[src/rtl/status_report_pkg.sv]
package status_report_pkg;
  localparam int EVB_OPC = 0;
  localparam int EVB_CME = 5;
  localparam int EVB_PON = 7;
  localparam int SBB_MAV = 4;
  localparam int SBB_ESB = 5;
  localparam int SBB_RQS = 6;
  localparam int REG_W   = 8;
endpackage

[src/rtl/evt_status_reg.sv]
module evt_status_reg #(
  parameter int W = 8
) (
  input  logic         clk,
  input  logic         rst_n,
  input  logic [W-1:0] ev_set,
  input  logic         rd_clr,
  input  logic         clr,
  input  logic         mask_wr,
  input  logic [W-1:0] mask_data,
  output logic [W-1:0] ev_q,
  output logic [W-1:0] mask_q,
  output logic         summary
);
  // sticky bits: cleared only by a read or clear-status, new events always win
  always_ff @(posedge clk) begin
    if (!rst_n) ev_q <= '0;
    else        ev_q <= ((rd_clr || clr) ? '0 : ev_q) | ev_set;
  end

  always_ff @(posedge clk) begin
    if (!rst_n)       mask_q <= '0;
    else if (mask_wr) mask_q <= mask_data;
  end

  assign summary = |(ev_q & mask_q);
endmodule

[src/rtl/out_queue.sv]
module out_queue #(
  parameter int DW    = 8,
  parameter int DEPTH = 4
) (
  input  logic          clk,
  input  logic          rst_n,
  input  logic          flush,
  input  logic          in_valid,
  output logic          in_ready,
  input  logic [DW-1:0] in_data,
  output logic          out_valid,
  input  logic          out_ready,
  output logic [DW-1:0] out_data
);
  localparam int AW = (DEPTH > 1) ? $clog2(DEPTH) : 1;
  localparam int CW = $clog2(DEPTH + 1);
  localparam logic [AW-1:0] LAST = AW'(DEPTH - 1);
  localparam logic [CW-1:0] FULL = CW'(DEPTH);

  logic [DW-1:0] mem [DEPTH];
  logic [AW-1:0] rd_p, wr_p;
  logic [CW-1:0] cnt;
  logic          do_push, do_pop;

  assign in_ready  = (cnt != FULL);
  assign out_valid = (cnt != '0);
  assign out_data  = mem[rd_p];
  assign do_push   = in_valid && in_ready && !flush;
  assign do_pop    = out_valid && out_ready && !flush;

  always_ff @(posedge clk) begin
    if (!rst_n || flush) begin
      rd_p <= '0;
      wr_p <= '0;
      cnt  <= '0;
    end else begin
      if (do_push) wr_p <= (wr_p == LAST) ? '0 : wr_p + 1'b1;
      if (do_pop)  rd_p <= (rd_p == LAST) ? '0 : rd_p + 1'b1;
      case ({do_push, do_pop})
        2'b10:   cnt <= cnt + 1'b1;
        2'b01:   cnt <= cnt - 1'b1;
        default: cnt <= cnt;
      endcase
    end
  end

  for (genvar i = 0; i < DEPTH; i++) begin : g_slot
    always_ff @(posedge clk) begin
      if (do_push && wr_p == AW'(i)) mem[i] <= in_data;
    end
  end
endmodule

[src/rtl/svc_req_ctrl.sv]
module svc_req_ctrl
  import status_report_pkg::*;
(
  input  logic             clk,
  input  logic             rst_n,
  input  logic             esb,
  input  logic             mav,
  input  logic             sre_wr,
  input  logic [REG_W-1:0] wr_data,
  input  logic             spoll,
  input  logic             clr,
  output logic [REG_W-1:0] stb,
  output logic [REG_W-1:0] sre_q,
  output logic             srq
);
  logic rqs, cond, cond_q;

  always_comb begin
    stb          = '0;
    stb[SBB_MAV] = mav;
    stb[SBB_ESB] = esb;
    stb[SBB_RQS] = rqs;
  end

  // the request bit itself never feeds the condition
  assign cond = |(stb & sre_q & ~(REG_W'(1) << SBB_RQS));

  always_ff @(posedge clk) begin
    if (!rst_n)      sre_q <= '0;
    else if (sre_wr) sre_q <= wr_data;
  end

  always_ff @(posedge clk) begin
    if (!rst_n) begin
      rqs    <= 1'b0;
      cond_q <= 1'b0;
    end else begin
      cond_q <= cond;
      if (clr)                 rqs <= 1'b0;
      else if (cond && !cond_q) rqs <= 1'b1;
      else if (spoll)          rqs <= 1'b0;
    end
  end

  assign srq = rqs;
endmodule

[src/rtl/status_report.sv]
module status_report
  import status_report_pkg::*;
#(
  parameter int DW    = 8,
  parameter int DEPTH = 4
) (
  input  logic          clk,
  input  logic          rst_n,
  input  logic          ev_cmd_err,
  input  logic          ev_pwr_on,
  input  logic          opc_req,
  input  logic          bus_busy,
  input  logic          ese_wr,
  input  logic          sre_wr,
  input  logic [7:0]    wr_data,
  input  logic          esr_rd,
  input  logic          cls,
  input  logic          spoll,
  output logic [7:0]    esr_rdata,
  output logic [7:0]    ese_rdata,
  output logic [7:0]    sre_rdata,
  output logic [7:0]    stb_byte,
  output logic          srq,
  input  logic          push_valid,
  output logic          push_ready,
  input  logic [DW-1:0] push_data,
  output logic          pop_valid,
  input  logic          pop_ready,
  output logic [DW-1:0] pop_data
);
  logic             opc_armed, opc_fire, esb;
  logic [REG_W-1:0] ev_set;

  // pending operation-complete: waits for an idle bus and a drained queue
  assign opc_fire = opc_armed && !bus_busy && !pop_valid && !cls;

  always_ff @(posedge clk) begin
    if (!rst_n || cls)  opc_armed <= 1'b0;
    else if (opc_req)   opc_armed <= 1'b1;
    else if (opc_fire)  opc_armed <= 1'b0;
  end

  always_comb begin
    ev_set          = '0;
    ev_set[EVB_CME] = ev_cmd_err;
    ev_set[EVB_PON] = ev_pwr_on;
    ev_set[EVB_OPC] = opc_fire;
  end

  evt_status_reg #(.W(REG_W)) u_evt (
    .clk       (clk),
    .rst_n     (rst_n),
    .ev_set    (ev_set),
    .rd_clr    (esr_rd),
    .clr       (cls),
    .mask_wr   (ese_wr),
    .mask_data (wr_data),
    .ev_q      (esr_rdata),
    .mask_q    (ese_rdata),
    .summary   (esb)
  );

  out_queue #(.DW(DW), .DEPTH(DEPTH)) u_q (
    .clk       (clk),
    .rst_n     (rst_n),
    .flush     (cls),
    .in_valid  (push_valid),
    .in_ready  (push_ready),
    .in_data   (push_data),
    .out_valid (pop_valid),
    .out_ready (pop_ready),
    .out_data  (pop_data)
  );

  svc_req_ctrl u_svc (
    .clk     (clk),
    .rst_n   (rst_n),
    .esb     (esb),
    .mav     (pop_valid),
    .sre_wr  (sre_wr),
    .wr_data (wr_data),
    .spoll   (spoll),
    .clr     (cls),
    .stb     (stb_byte),
    .sre_q   (sre_rdata),
    .srq     (srq)
  );
endmodule

[config.mk]
export PLATFORM = sky130hd
export DESIGN_NAME = status_report
export DESIGN_NICKNAME = d
export VERILOG_FILES = /design/src/rtl/status_report_pkg.sv /design/src/rtl/evt_status_reg.sv /design/src/rtl/out_queue.sv /design/src/rtl/svc_req_ctrl.sv /design/src/rtl/status_report.sv
export SDC_FILE = /design/constraint.sdc
export NUM_CORES = 1
export LEC_CHECK = 0
export CAP_MARGIN = 10
export CORE_ASPECT_RATIO = 1.5
export CORE_MARGIN = 4
export CORE_UTILIZATION = 48
export DETAILED_ROUTE_END_ITERATION = 7
export PLACE_DENSITY = 0.8
export SYNTH_ARGS = -nofsm -noshare
export SYNTH_HDL_FRONTEND = slang
export SYNTH_SLANG_ARGS = --single-unit
[constraint.sdc]
create_clock -name clk -period 3.71 [get_ports clk]
set_input_delay 0.9275 -clock clk [delete_from_list [all_inputs] [get_ports clk]]
set_output_delay 0.9275 -clock clk [all_outputs]
set_load 0.05 [all_outputs]
# Word-level counts from Yosys, hierarchy flattened
# Memories as Yosys holds them, arrays and structs flattened. A register that Yosys moved wholly into a read port is not among the register bits.
# Cells that the tools add are included.
[op_classes] eq_ne=7 n_reduce_logical=30 addsub=4 mux=27 bitwise=4
[op_table] op="8-bit 2-to-1 mux" count=4
[op_table] op="8-bit OR reduction" count=4
[op_table] op="1-bit 2-to-1 mux" count=15
[op_table] op="2-bit 2-to-1 mux" count=7
[op_table] op="1-bit logical AND" count=12
[op_table] op="7-bit by 8-bit AND with 8-bit output" count=1
[op_table] op="8-bit AND" count=1
[op_table] op="2-bit equality test (second input constant)" count=4
[op_table] op="8-bit bitwise OR" count=1
[op_table] op="7-bit OR reduction" count=1
[op_table] op="3-bit case mux with 2 select lines" count=1
[op_table] op="2-bit nonzero test" count=3
[op_table] op="1-bit logical NOT" count=5
[op_table] op="2-bit by 1-bit adder with 2-bit output (second input constant)" count=2
[op_table] op="2-bit by 1-bit equality test with 1-bit output (second input constant)" count=2
[op_table] op="3-bit by 1-bit adder with 3-bit output (second input constant)" count=1
[op_table] op="3-bit inequality test (second input constant)" count=1
[op_table] op="3-bit nonzero test" count=1
[op_table] op="3-bit by 1-bit subtractor with 3-bit output (second input constant)" count=1
[op_table] op="2-bit logical NOT" count=1
[op_table] op="1-bit logical OR" count=2
[op_table] op="2-bit OR reduction" count=1
[op_table] op="1-bit NOT" count=1
[totals] out_inout_bits=43 ff_bits=34 ram_bits=32 memories=1
[memory_table] memory="u_q.mem" words=4 word_bits=8 rd=1 rd_ports_with_merged_regs=1 write_ports=1 line="out_queue.sv:20" source="logic [DW-1:0] mem [DEPTH];"

# Logic depth before layout (Yosys ltp)
# Gate-level depths: netlist of the first run.
[logic_depth] depth_word=10 mapped_depth=9 mapped_depth_nobuf=9

# Cells and area by module
# A second synthesis of the first run with hierarchy kept.
[unflattened] cells_unflattened=202 hier_area_um2=2812.7
[by_module_without_submodules] module="out_queue" area_each_um2=1654.1 instances=1 cells_per_inst=98 seq_area_each_um2=1141.1
[by_module_without_submodules] module="evt_status_reg" area_each_um2=688.2 instances=1 cells_per_inst=57 seq_area_each_um2=320.3
[by_module_without_submodules] module="svc_req_ctrl" area_each_um2=414.1 instances=1 cells_per_inst=41 seq_area_each_um2=200.2
[by_module_without_submodules] module="status_report" area_each_um2=56.3 instances=1 cells_per_inst=6 seq_area_each_um2=20.0

# Least setup slack after synthesis of the first run
# Ideal clock, no wire load.
[synth_timing] path_type="input-to-reg" start="input push_valid" end="register u_q.cnt[2]" path_buffers=0 setup_ps=70 slack_ps=1359 t_arrival_ps=2281 stages=9 required_ps=3640 path_cell_list="inv_1 > nor3_1 > inv_1 > ha_1 > inv_1 > fa_1 > xor2_1 > or3_1 > a21oi_1"
[synth_between] elab_chain_len=4 word_cells_on_any_way=6
[synth_lines] element="from (decl)" line="status_report.sv:24" source="input logic push_valid,"
[synth_lines] element="1-bit logical AND (*) (2 in a row)" line="out_queue.sv:28" source="assign do_push = in_valid && in_ready && !flush;"
[synth_lines] element="2-bit by 1-bit equality test with 1-bit output / 2-bit equality test (equally long branches)" line="out_queue.sv:39" source="case ({do_push, do_pop})"
[synth_lines] element="3-bit case mux with 2 select lines / 2-bit nonzero test (equally long branches)"
[synth_lines] element="to (signal assigned)" line="out_queue.sv:40" source="2'b10: cnt <= cnt + 1'b1;"
[synth_lines] element="to (signal assigned)" line="out_queue.sv:41" source="2'b01: cnt <= cnt - 1'b1;"
[synth_lines] element="to (signal assigned)" line="out_queue.sv:42" source="default: cnt <= cnt;"
[synth_lines] element="to (decl)" line="out_queue.sv:22" source="logic [CW-1:0] cnt;"
# Every way passes the cells marked *; elsewhere a longest branch is shown, timed or not.
# A chain may end at the register's enable or synchronous reset.

==> results of run 1 <==
==> how the worst max path moves through the flow <==
stage | endpoint | depth (start not counted) | slack [ns] | from
5_1_grt | pop_data[6] | 2 | 0.38 | register
3_3_place_gp | u_q.cnt[2]$_SDFFE_PP0P_ | 9 | 0.76 | cls
4_1_cts | pop_data[6] | 2 | 0.43 | register
3_5_place_dp | u_q.cnt[2]$_SDFFE_PP0P_ | 9 | 0.71 | cls
2_1_floorplan | u_q.cnt[2]$_SDFFE_PP0P_ | 9 | 1.36 | push_valid
6_report | pop_data[6] | 2 | 0.50 | register
==> metal layers <==
| layer | wire length (µm) | GRT usage |
|---|---|---|
| met5 | 0 | 0 |
| met4 | 43 | 0.06738 |
| met3 | 383 | 0.06904 |
| met2 | 2391 | 0.2363 |
| met1 | 1914 | 0.1866 |
==> cell type report <==
| type | instances | area (µm²) | area share |
|---|---|---|---|
| clock buffer | 10 | 137.6 | 0.04079 |
| clock inverter | 6 | 60.06 | 0.01780 |
| inverter | 10 | 37.54 | 0.01112 |
| multi-input combinational | 106 | 862.1 | 0.2555 |
| sequential | 63 | 1582 | 0.4687 |
| tap | 68 | 85.08 | 0.02521 |
| timing repair buffer | 61 | 610.6 | 0.1809 |
==> power by group through the flow <==
stage | Combinational (mW) | Clock [mW] | Sequential [mW]
6_report | 0.209 | 0.575 | 0.763
3_3_place_gp | 0.207 | 0 | 0.778
3_5_place_dp | 0.209 | 0 | 0.778
5_1_grt | 0.221 | 0.624 | 0.765
2_1_floorplan | 0.101 | 0 | 0.816
4_1_cts | 0.210 | 0.592 | 0.763
==> through the flow <==
| stage | setup slack (ns) | hold WS, ns | utilization |
|---|---|---|---|
| 2_1_floorplan | 1.359 | 0.4433 | - |
| 3_3_place_gp | 0.7573 | 0.4570 | 0.6151 |
| 3_5_place_dp | 0.7128 | 0.4622 | 0.6151 |
| 4_1_cts | 0.4330 | 0.4725 | 0.6533 |
| 5_1_grt | 0.3797 | 0.4991 | 0.6533 |
| 6_report | 0.5012 | 0.4650 | 0.6533 |
==> worst min-delay path, cell delays in order (launching register included) <==
cell	delay (ns)
dfxtp_1	0.31
o31ai_1	0.05
a21oi_1	0.06
==> logic make-up (layout without fill, tap and decap cells) <==
family | count (synthesis) | after routing
adder cells (fa/ha/maj) | 7 | 7
XOR/XNOR | 2 | 2
flip-flops | 63 | 63
buffers and inverters | 31 | 87
AO/OA/AOI/OAI | 18 | 18
multiplexers | 24 | 24
AND/OR/NAND/NOR | 45 | 45
other | 1 | 10
==> cells in the final DEF (no fill, tap or decap), drive strengths merged, types with 5 or more instances in the layout <==
cell type / count
dfxtp: 31
clkbuf: 10
nor2b: 18
conb: 10
mux4: 8
clkdlybuf4s50: 61
ha: 6
inv: 10
nor2: 5
a21oi: 9
edfxtp: 32
mux2i: 16
==> flip-flops by register name, indices dropped and copies added, names as in the netlist, named ones only <==
name and cells:
opc_armed 1, u_evt.ev_q 3, u_evt.mask_q 8, u_q.cnt 3, u_q.mem 32, u_q.rd_p 2, u_q.wr_p 2, u_svc.cond_q 1
u_svc.sre_q 8, u_svc.srq 1
==> cell usage after synthesis, drive strengths merged, types with 2 or more instances <==
cell type / instances
edfxtp: 32
dfxtp: 31
nor2b: 18
buf: 16
mux2i: 16
inv: 10
a21oi: 9
mux4: 8
ha: 6
clkbuf: 5
nor2: 5
and2: 4
nand2: 4
nand2b: 3
o21ai: 3
or3: 3
a21boi: 2
nand3: 2
o31ai: 2
xor2: 2
==> metrics.txt, run 1 <==
Synth cell types=33; CTS sink count=63; Net count, final=around 290; fin. max-slew vios=0; CP Max Fanout=8; Synth Area in XOR/XNOR=0.006796; antenna-violating nets left=0; Logic pwr share=0.135; Detail Placement HPWL=around 3.4 mm; Tot GR Track Use=0.1549; Cell Area, Synth=about 2600 µm²; start point of the worst hold path=opc_armed$_SDFFE_PP0P_; internal power=1.155 mW; Max Cap Viol=0; Worst Tran Pin Value=a little under 0.6 ns; top cell family by delay on the critical path=buffers and inverters; ys async rst share=0; post-synthesis adder-cell area fraction=0.03689; Syn Area/Cell=roughly 13 µm²; switching pwr=approximately 390 µW; total power=1.546 mW; Synth Area in Simple Gates=0.1029; Worst VDD drop=about 320 µV; r2r endpoint=u_q.cnt[2]$_SDFFE_PP0P_; Initial DRC Count=between 60 and 70; portion of netlist area occupied by mux cells=0.1320; Via density=a little under 5; Worst Setup End Kind=output port; Period minus WS final=3.209 ns; max incr delay on CP=roughly 0.71 ns; Static Leak=1.228 nW; clock skew=between 0.006 and 0.007 ns; CTS tree=built; Placeable Area=a little over 5000 µm²; dominant synthesized flop cell=edfxtp_1; root buffer cell=clkbuf_8; Synth warnings=0; fin crit share=0.8649; Clock power frac=0.372; htree depth=3; Slowest-stage cell, CP=clkdlybuf4s50_1; Die H=between 90 and 100 µm; Max Freq=311.6 MHz; WHS Path Cells=2; post-synth top area share=0.3728; Clock Latency Late Sink=0.33 ns; synthesized flop and latch total=63; first-pass iteration count of the detailed router=4; CTS Buf Count=9; sw frac=0.2529; Die X=approximately 68 µm; final hold viol count=0; P per Cell Area=~460 nW/µm²; fin cells=between 300 and 400; internal reg-to-reg setup slack=~1.4 ns; row count=32; WL final=between 4 and 5 mm; vias in the first global route=between 1500 and 2000; WL/cell=~15 µm; Worst Path Required=around 2.8 ns; CP Class=reg -> out; Final GP Congestion=0.7202; Worst Hold Class=reg -> reg; arrival time worst endpoint=around 2.3 ns; post-CTS setup buffer count=0; Post-Synthesis Cells=between 150 and 200; RSZ-0062 raised after global routing=no; hold-fix buffers at CTS=0; final setup vio count=0; Reg2Reg Depth=9; clk buf depth=2; crit path launch type=register; Hold Path Sink=opc_armed$_SDFFE_PP0P_; status=complete, no violations; crit path cell chain=mux4_2 -> clkdlybuf4s50_1; Fillers=between 300 and 400; Reg clk slew, reported paths=0.07 ns; Port Buffers=61; r2r startpoint=u_q.cnt[2]$_SDFFE_PP0P_; pin count of the biggest net entering global routing=22; Post-Route Setup TNS=0 ns; Placed Area=3177 µm²; Crit path buffers/inverters=1; Seq/Total Area, Yosys=0.6136; DRC errors left=0; area growth from synthesis to layout=30.92%; die area=about 6600 µm²; power share of the sequential group=0.493; main combinational cell family by area after synthesis=multiplexers; compound-gate portion of the synthesized area=0.04126; Inst Count DP=308; CTS resizes=0; total gr overflow=0; cell taking the most area after synthesis=edfxtp_1; initial antenna violation count=0; layout cells sized above 1=0.09766; global-route wire length before repair=7.624 mm; vias=roughly 1600; Rel. slew slack=0.6073; fin area=roughly 3400 µm²; Initial Util=0.4990; Post-synth EDFFs=32; Antenna diodes=0; top cells by area, synth=edfxtp_1, dfxtp_1, mux4_2; I/O pin cnt=about 70
Note: power is estimated with default switching activity, not from simulation.
==> run 2, diff against run 1 <==
ABC_AREA = 1   (was not set)
PLACE_DENSITY = 0.86   (was 0.8)
SLEW_MARGIN = 10   (was not set)
==> metrics.txt, run 2 <==
Static Leak=1.331 nW (+8.4%); r2r startpoint=u_q.cnt[2]$_SDFFE_PP0P_; Top reg by flops=u_q.mem; total gr overflow=0 (unchanged); area growth from synthesis to layout=33.11%; Post-Route Setup TNS=0 ns (unchanged); Via density=4.901 (-0.82%); pin count of the biggest net entering global routing=18 (-18%); CP Max Fanout=17 (+9); I/O pin cnt=72 (unchanged); commonest cells in the synthesized netlist=nor2_1, edfxtp_1, o21ai_0; top-count cell post-synth=nor2_1; Worst Hold Class=reg -> reg; Port Buffers=61 (unchanged); CP Class=reg -> out; Placeable Area=5165 µm² (unchanged); worst setup path endpoint=pop_data[0]; die area=6604 µm² (-0.39%); commonest non-fill, non-tap cells in the layout=nor2_1, clkdlybuf4s50_1, o21ai_0, edfxtp_1, dfxtp_1; CTS sink count=63 (unchanged); max reg flops=32 (unchanged); Worst VDD drop=299.2 µV (-5.5%); crit path launch type=register; clk buf depth=2 (unchanged); Initial DRC Count=62 (-1.6%); Worst Setup End Kind=output port; fin. max-slew vios=0 (unchanged); Seq/Total Area, Yosys=0.6163 (+0.002693); Period minus WS final=3.162 ns (-0.04659 ns); CTS resizes=0 (unchanged); start point of the worst hold path=u_q.cnt[0]$_SDFFE_PP0P_; WL/cell=13.55 µm (-7.2%); vias in the first global route=1911 (+14%); r2r endpoint=u_q.cnt[2]$_SDFFE_PP0P_; initial antenna violation count=0 (unchanged); fin cells=393 (+21%); htree depth=3 (unchanged); Final GP Congestion=0.8329 (+16%); row count=32 (unchanged); Syn Area/Cell=10.06 µm² (-25%); hold-fix buffers at CTS=0 (unchanged); status=complete, no violations; vias=1926 (+20%); cell taking the most area after synthesis=edfxtp_1; arrival time worst endpoint=2.23 ns (-0.05 ns); Initial Util=0.4969 (-0.002180); antenna-violating nets left=0 (unchanged); Antenna diodes=0 (unchanged); CTS Buf Count=9 (unchanged); Reg clk slew, reported paths=0.07 ns (about the same); dominant synthesized flop cell=edfxtp_1; Clock Latency Late Sink=0.33 ns (about the same); synthesized flop and latch total=63 (unchanged); internal reg-to-reg setup slack=1.81 ns (+0.45 ns); ys async rst share=0 (unchanged); layout cells sized above 1=0.08923 (-0.008425); Cell Area, Synth=2566 µm² (-0.44%); final setup vio count=0 (unchanged); post-synth top area share=0.3745 (+0.001636); Synth cell types=23 (-30%); Synth warnings=0 (unchanged); CTS tree=built; Max Freq=316.2 MHz (+1.5%); Detail Placement HPWL=4.011 mm (+20%); RSZ-0062 raised after global routing=no; DRC errors left=0 (unchanged); Max Cap Viol=0 (unchanged); Worst Tran Pin Value=0.7765 ns (+0.1892 ns); fin crit share=0.8524 (-0.01256); Fillers=377 (-4.8%); Die H=97.55 µm (-0.20%); Post-Synthesis Cells=255 (+34%); Top Registers=u_q.mem x32, u_evt.mask_q x8, u_svc.sre_q x8; global-route wire length before repair=8.514 mm (+12%); Die X=67.70 µm (-0.19%); most common cell after layout, fill and taps aside=nor2_1; Worst Path Required=2.78 ns (about the same); post-CTS setup buffer count=0 (unchanged); Post-synth EDFFs=32 (unchanged); root buffer cell=clkbuf_8; Reg2Reg Depth=12 (+3); top cells by area, synth=edfxtp_1, dfxtp_1, nor2_1; first-pass iteration count of the detailed router=4 (unchanged); clock skew=0.005398 ns (-0.001056 ns); Finished Core Util=0.6613 (+0.007994); WL final=5.327 mm (+13%); P per Cell Area=503.7 nW/µm² (+9.9%); Rel. slew slack=0.4804 (-0.1268); Net count, final=356 (+24%); final hold viol count=0 (unchanged); Tot GR Track Use=0.1701 (+0.01529); Inst Count DP=377 (+22%)
==> run 2: cell types whose count changed after synthesis, moves of 10 or more <==
cell     previous run  this run
nand2_1             4        14
mux2i_1            16         0
o21ai_0             3        32
nor2b_1            18         0
nor2_1              5        65
==> run 2: layer usage <==
layer  vias to the layer above  share of wire  global-route usage
li1                        968              -                   -
met1                       872           0.38              0.1813
met2                        81           0.52              0.2881
met3                         5          0.093             0.07292
met4                         0         0.0092             0.06250
met5                         -              0                   0
==> run 2: final cells by class <==
cell class	count	area (µm²)	area share
Inverter	23	86.33	0.02527
Multi-Input combinational cell	162	807.0	0.2363
Sequential cell	63	1582	0.4630
Timing Repair Buffer	61	610.6	0.1788
Tap cell	68	85.08	0.02491
Clock buffer	10	137.6	0.04029
Clock inverter	6	107.6	0.03150
==> run 2: worst min path at each step <==
stage	endpoint	slack (ns)	cells after the start
final	u_q.cnt[0]$_SDFFE_PP0P_	0.47	1
after global routing	opc_armed$_SDFFE_PP0P_	0.51	2
after CTS	u_q.cnt[0]$_SDFFE_PP0P_	0.48	1
after detailed placement	u_q.cnt[0]$_SDFFE_PP0P_	0.47	1
after global placement	u_q.cnt[0]$_SDFFE_PP0P_	0.46	1
after floorplan	u_q.cnt[0]$_SDFFE_PP0P_	0.45	1
==> run 2: report_power, final <==
| part | internal (mW) | switching, mW | total, mW |
|---|---|---|---|
| registers | 0.753 | 0.0128 | 0.766 |
| clock network | 0.462 | 0.250 | 0.712 |
| logic | 0.0812 | 0.161 | 0.243 |
| total | 1.30 | 0.424 | 1.72 |
==> run 2: critical path: stages, from the launching register on <==
cell and delay [ns]:
dfxtp_1 0.64, inv_2 0.23, o21ai_0 0.22, o22ai_1 0.10, clkdlybuf4s50_1 0.71
==> run 2: cells by family after synthesis <==
family,after synthesis,share of synthesized area
AND/OR/NAND/NOR,87,0.1443
flip-flops,63,0.6163
AO/OA/AOI/OAI,58,0.1185
buffers and inverters,39,0.08239
adder cells (fa/ha/maj),7,0.03705
other,1,0.001461
==> run 2: per-stage QoR <==
stage          setup WS [ns]  hold slack [ns]  cell area, µm²  total power [mW]
5_1_grt               0.3543           0.5138            3416             1.775
2_1_floorplan          1.366           0.4455            2600            0.9387
3_5_place_dp          0.8637           0.4721            3171             1.023
3_3_place_gp          0.9285           0.4581            3171             1.019
6_report              0.5478           0.4748            3416             1.721
4_1_cts               0.5386           0.4818            3416             1.730
==> run 3, diff against run 2 <==
CORE_UTILIZATION = 51   (was 48)
PLACE_DENSITY = 0.9   (was 0.86)
clock period = 3.8 ns   (was 3.71 ns; I/O delays follow)
==> metrics.txt, run 3 (synthesis results as in run 2) <==
commonest non-fill, non-tap cells in the layout=nor2_1, clkdlybuf4s50_1, o21ai_0, edfxtp_1, dfxtp_1; P per Cell Area=492.4 nW/µm² (-2.2%); Slowest-stage cell, CP=clkdlybuf4s50_1; internal power=1.252 mW (-3.4%); Net count, final=356 (unchanged); Placed Area=3168 µm² (about the same); Logic pwr share=0.141 (about the same); Reg clk slew, reported paths=0.07 ns (about the same); CTS resizes=0 (unchanged); Max Freq=between 300 and 400 MHz; fin cells=391 (-0.51%); RSZ-0062 raised after global routing=no; Worst Tran Pin Value=0.8308 ns (+0.05428 ns); Inst Count DP=375 (-0.53%); total gr overflow=0 (unchanged); Initial Util=0.5293 (+0.03244); switching pwr=428.0 µW (+0.93%); Clock power frac=0.414 (about the same); Worst Setup End Kind=output port; fin crit share=0.8301; most common cell after layout, fill and taps aside=nor2_1; pin count of the biggest net entering global routing=18 (unchanged); clock skew=0.006793 ns (+0.001395 ns); Port Buffers=61 (unchanged); max incr delay on CP=0.70 ns (about the same); Die X=65.92 µm (-2.6%); Top reg by flops=u_q.mem; initial antenna violation count=0 (unchanged); Initial DRC Count=72 (+16%); root buffer cell=clkbuf_8; Tot GR Track Use=0.1803 (+0.01021); CP Class=reg -> out; I/O pin cnt=72 (unchanged); area growth from synthesis to layout=32.96%; Via density=4.844 (-1.2%); WL/cell=13.88 µm (+2.4%); Rel. slew slack=0.4441 (-0.03632); Clock Latency Late Sink=0.33 ns (about the same); Static Leak=1.328 nW (-0.18%); arrival time worst endpoint=2.20 ns (-0.03 ns); Reg2Reg Depth=12 (unchanged); htree depth=3 (unchanged); Final GP Congestion=0.7579 (-9.0%); fin. max-slew vios=0 (unchanged); final hold viol count=0 (unchanged); vias=1894 (-1.7%); Placeable Area=4848 µm² (-6.1%); Post-Route Setup TNS=0 ns (unchanged); Detail Placement HPWL=4.051 mm (+0.98%); first-pass iteration count of the detailed router=4 (unchanged); clk buf depth=2 (unchanged); antenna-violating nets left=0 (unchanged); layout cells sized above 1=0.08923 (unchanged); max reg flops=32 (unchanged); CP Max Fanout=17 (unchanged); Worst Path Required=2.85 ns (+0.07 ns); Fillers=359 (-4.8%); Worst VDD drop=332.5 µV (+11%); CTS sink count=63 (unchanged); power share of the sequential group=0.445 (about the same); row count=31 (-3.1%); final setup vio count=0 (unchanged); DRC errors left=0 (unchanged); vias in the first global route=1901 (-0.52%); crit path launch type=register; Period minus WS final=between 3 and 4 ns; die area=6254 µm² (-5.3%); Top Registers=u_q.mem x32, u_evt.mask_q x8, u_svc.sre_q x8; CTS tree=built; WHS Path Cells=1 (unchanged); status=complete, no violations; CTS Buf Count=9 (unchanged); Hold WS=0.4711 ns (-0.003663 ns); Worst Hold Class=reg -> reg; global-route wire length before repair=8.314 mm (-2.3%); hold-fix buffers at CTS=0 (unchanged); Antenna diodes=0 (unchanged); sw frac=0.2547 (+0.008275); crit path cell chain=inv_2 -> o21ai_0 -> o22ai_1 -> clkdlybuf4s50_1; fin area=3412 µm² (-0.11%); Die H=94.88 µm (-2.7%); WL final=5.429 mm (+1.9%); Max Cap Viol=0 (unchanged); post-CTS setup buffer count=0 (unchanged)
## run 3: cell types whose count changed in the layout (fill, tap and decap cells not counted), sizes merged
cell / delta
clkbuf: -1
inv: +1
## run 3: power by group through the flow
stage / logic, mW / registers [mW] / clock network [mW]
4_1_cts: 0.238 / 0.747 / 0.713
6_report: 0.237 / 0.747 / 0.696
2_1_floorplan: 0.110 / 0.806 / 0
3_5_place_dp: 0.237 / 0.762 / 0
5_1_grt: 0.250 / 0.750 / 0.740
3_3_place_gp: 0.233 / 0.761 / 0
## run 3: worst max-delay path, delay by kind of cell (launching register included)
| family | cells | cell delay, ns |
|---|---|---|
| buf+inv | 2 | 0.93 |
| flops | 1 | 0.64 |
| compound gates | 2 | 0.30 |
## run 3: final cells by class
cell class,instances,area (µm²),share of cell area
timing repair buffer,61,610.6,0.1790
inverter,23,86.33,0.02530
sequential,63,1582,0.4635
clock inverter,7,120.1,0.03520
clock buffer,9,123.9,0.03630
tap,66,82.58,0.02420
multi-input combinational,162,807.0,0.2365
## run 3: metrics by stage
| step | setup slack, ns | util | total power, mW |
|---|---|---|---|
| 3_5_place_dp | 0.9253 | 0.6534 | 0.9994 |
| 4_1_cts | 0.6156 | 0.7037 | 1.698 |
| 6_report | 0.6457 | 0.7037 | 1.680 |
| 5_1_grt | 0.4581 | 0.7037 | 1.740 |
| 3_3_place_gp | 1.005 | 0.6534 | 0.9943 |
| 2_1_floorplan | 1.433 | - | 0.9165 |
## run 3: worst paths after layout
path                           start                       to  slack, ns
max reg2reg  u_q.cnt[2]$_SDFFE_PP0P_  u_q.cnt[2]$_SDFFE_PP0P_       1.91
max                         register              pop_data[3]       0.65
min          u_q.cnt[0]$_SDFFE_PP0P_  u_q.cnt[0]$_SDFFE_PP0P_       0.47
min reg2reg  u_q.cnt[0]$_SDFFE_PP0P_  u_q.cnt[0]$_SDFFE_PP0P_       0.47
## run 3: per-layer routing
layer	vias up	GRT usage	part of all wire
met5	-	0	0
met4	0	0.09689	0.024
met3	11	0.06071	0.064
met2	66	0.3255	0.53
met1	854	0.1768	0.38
li1	963	-	-
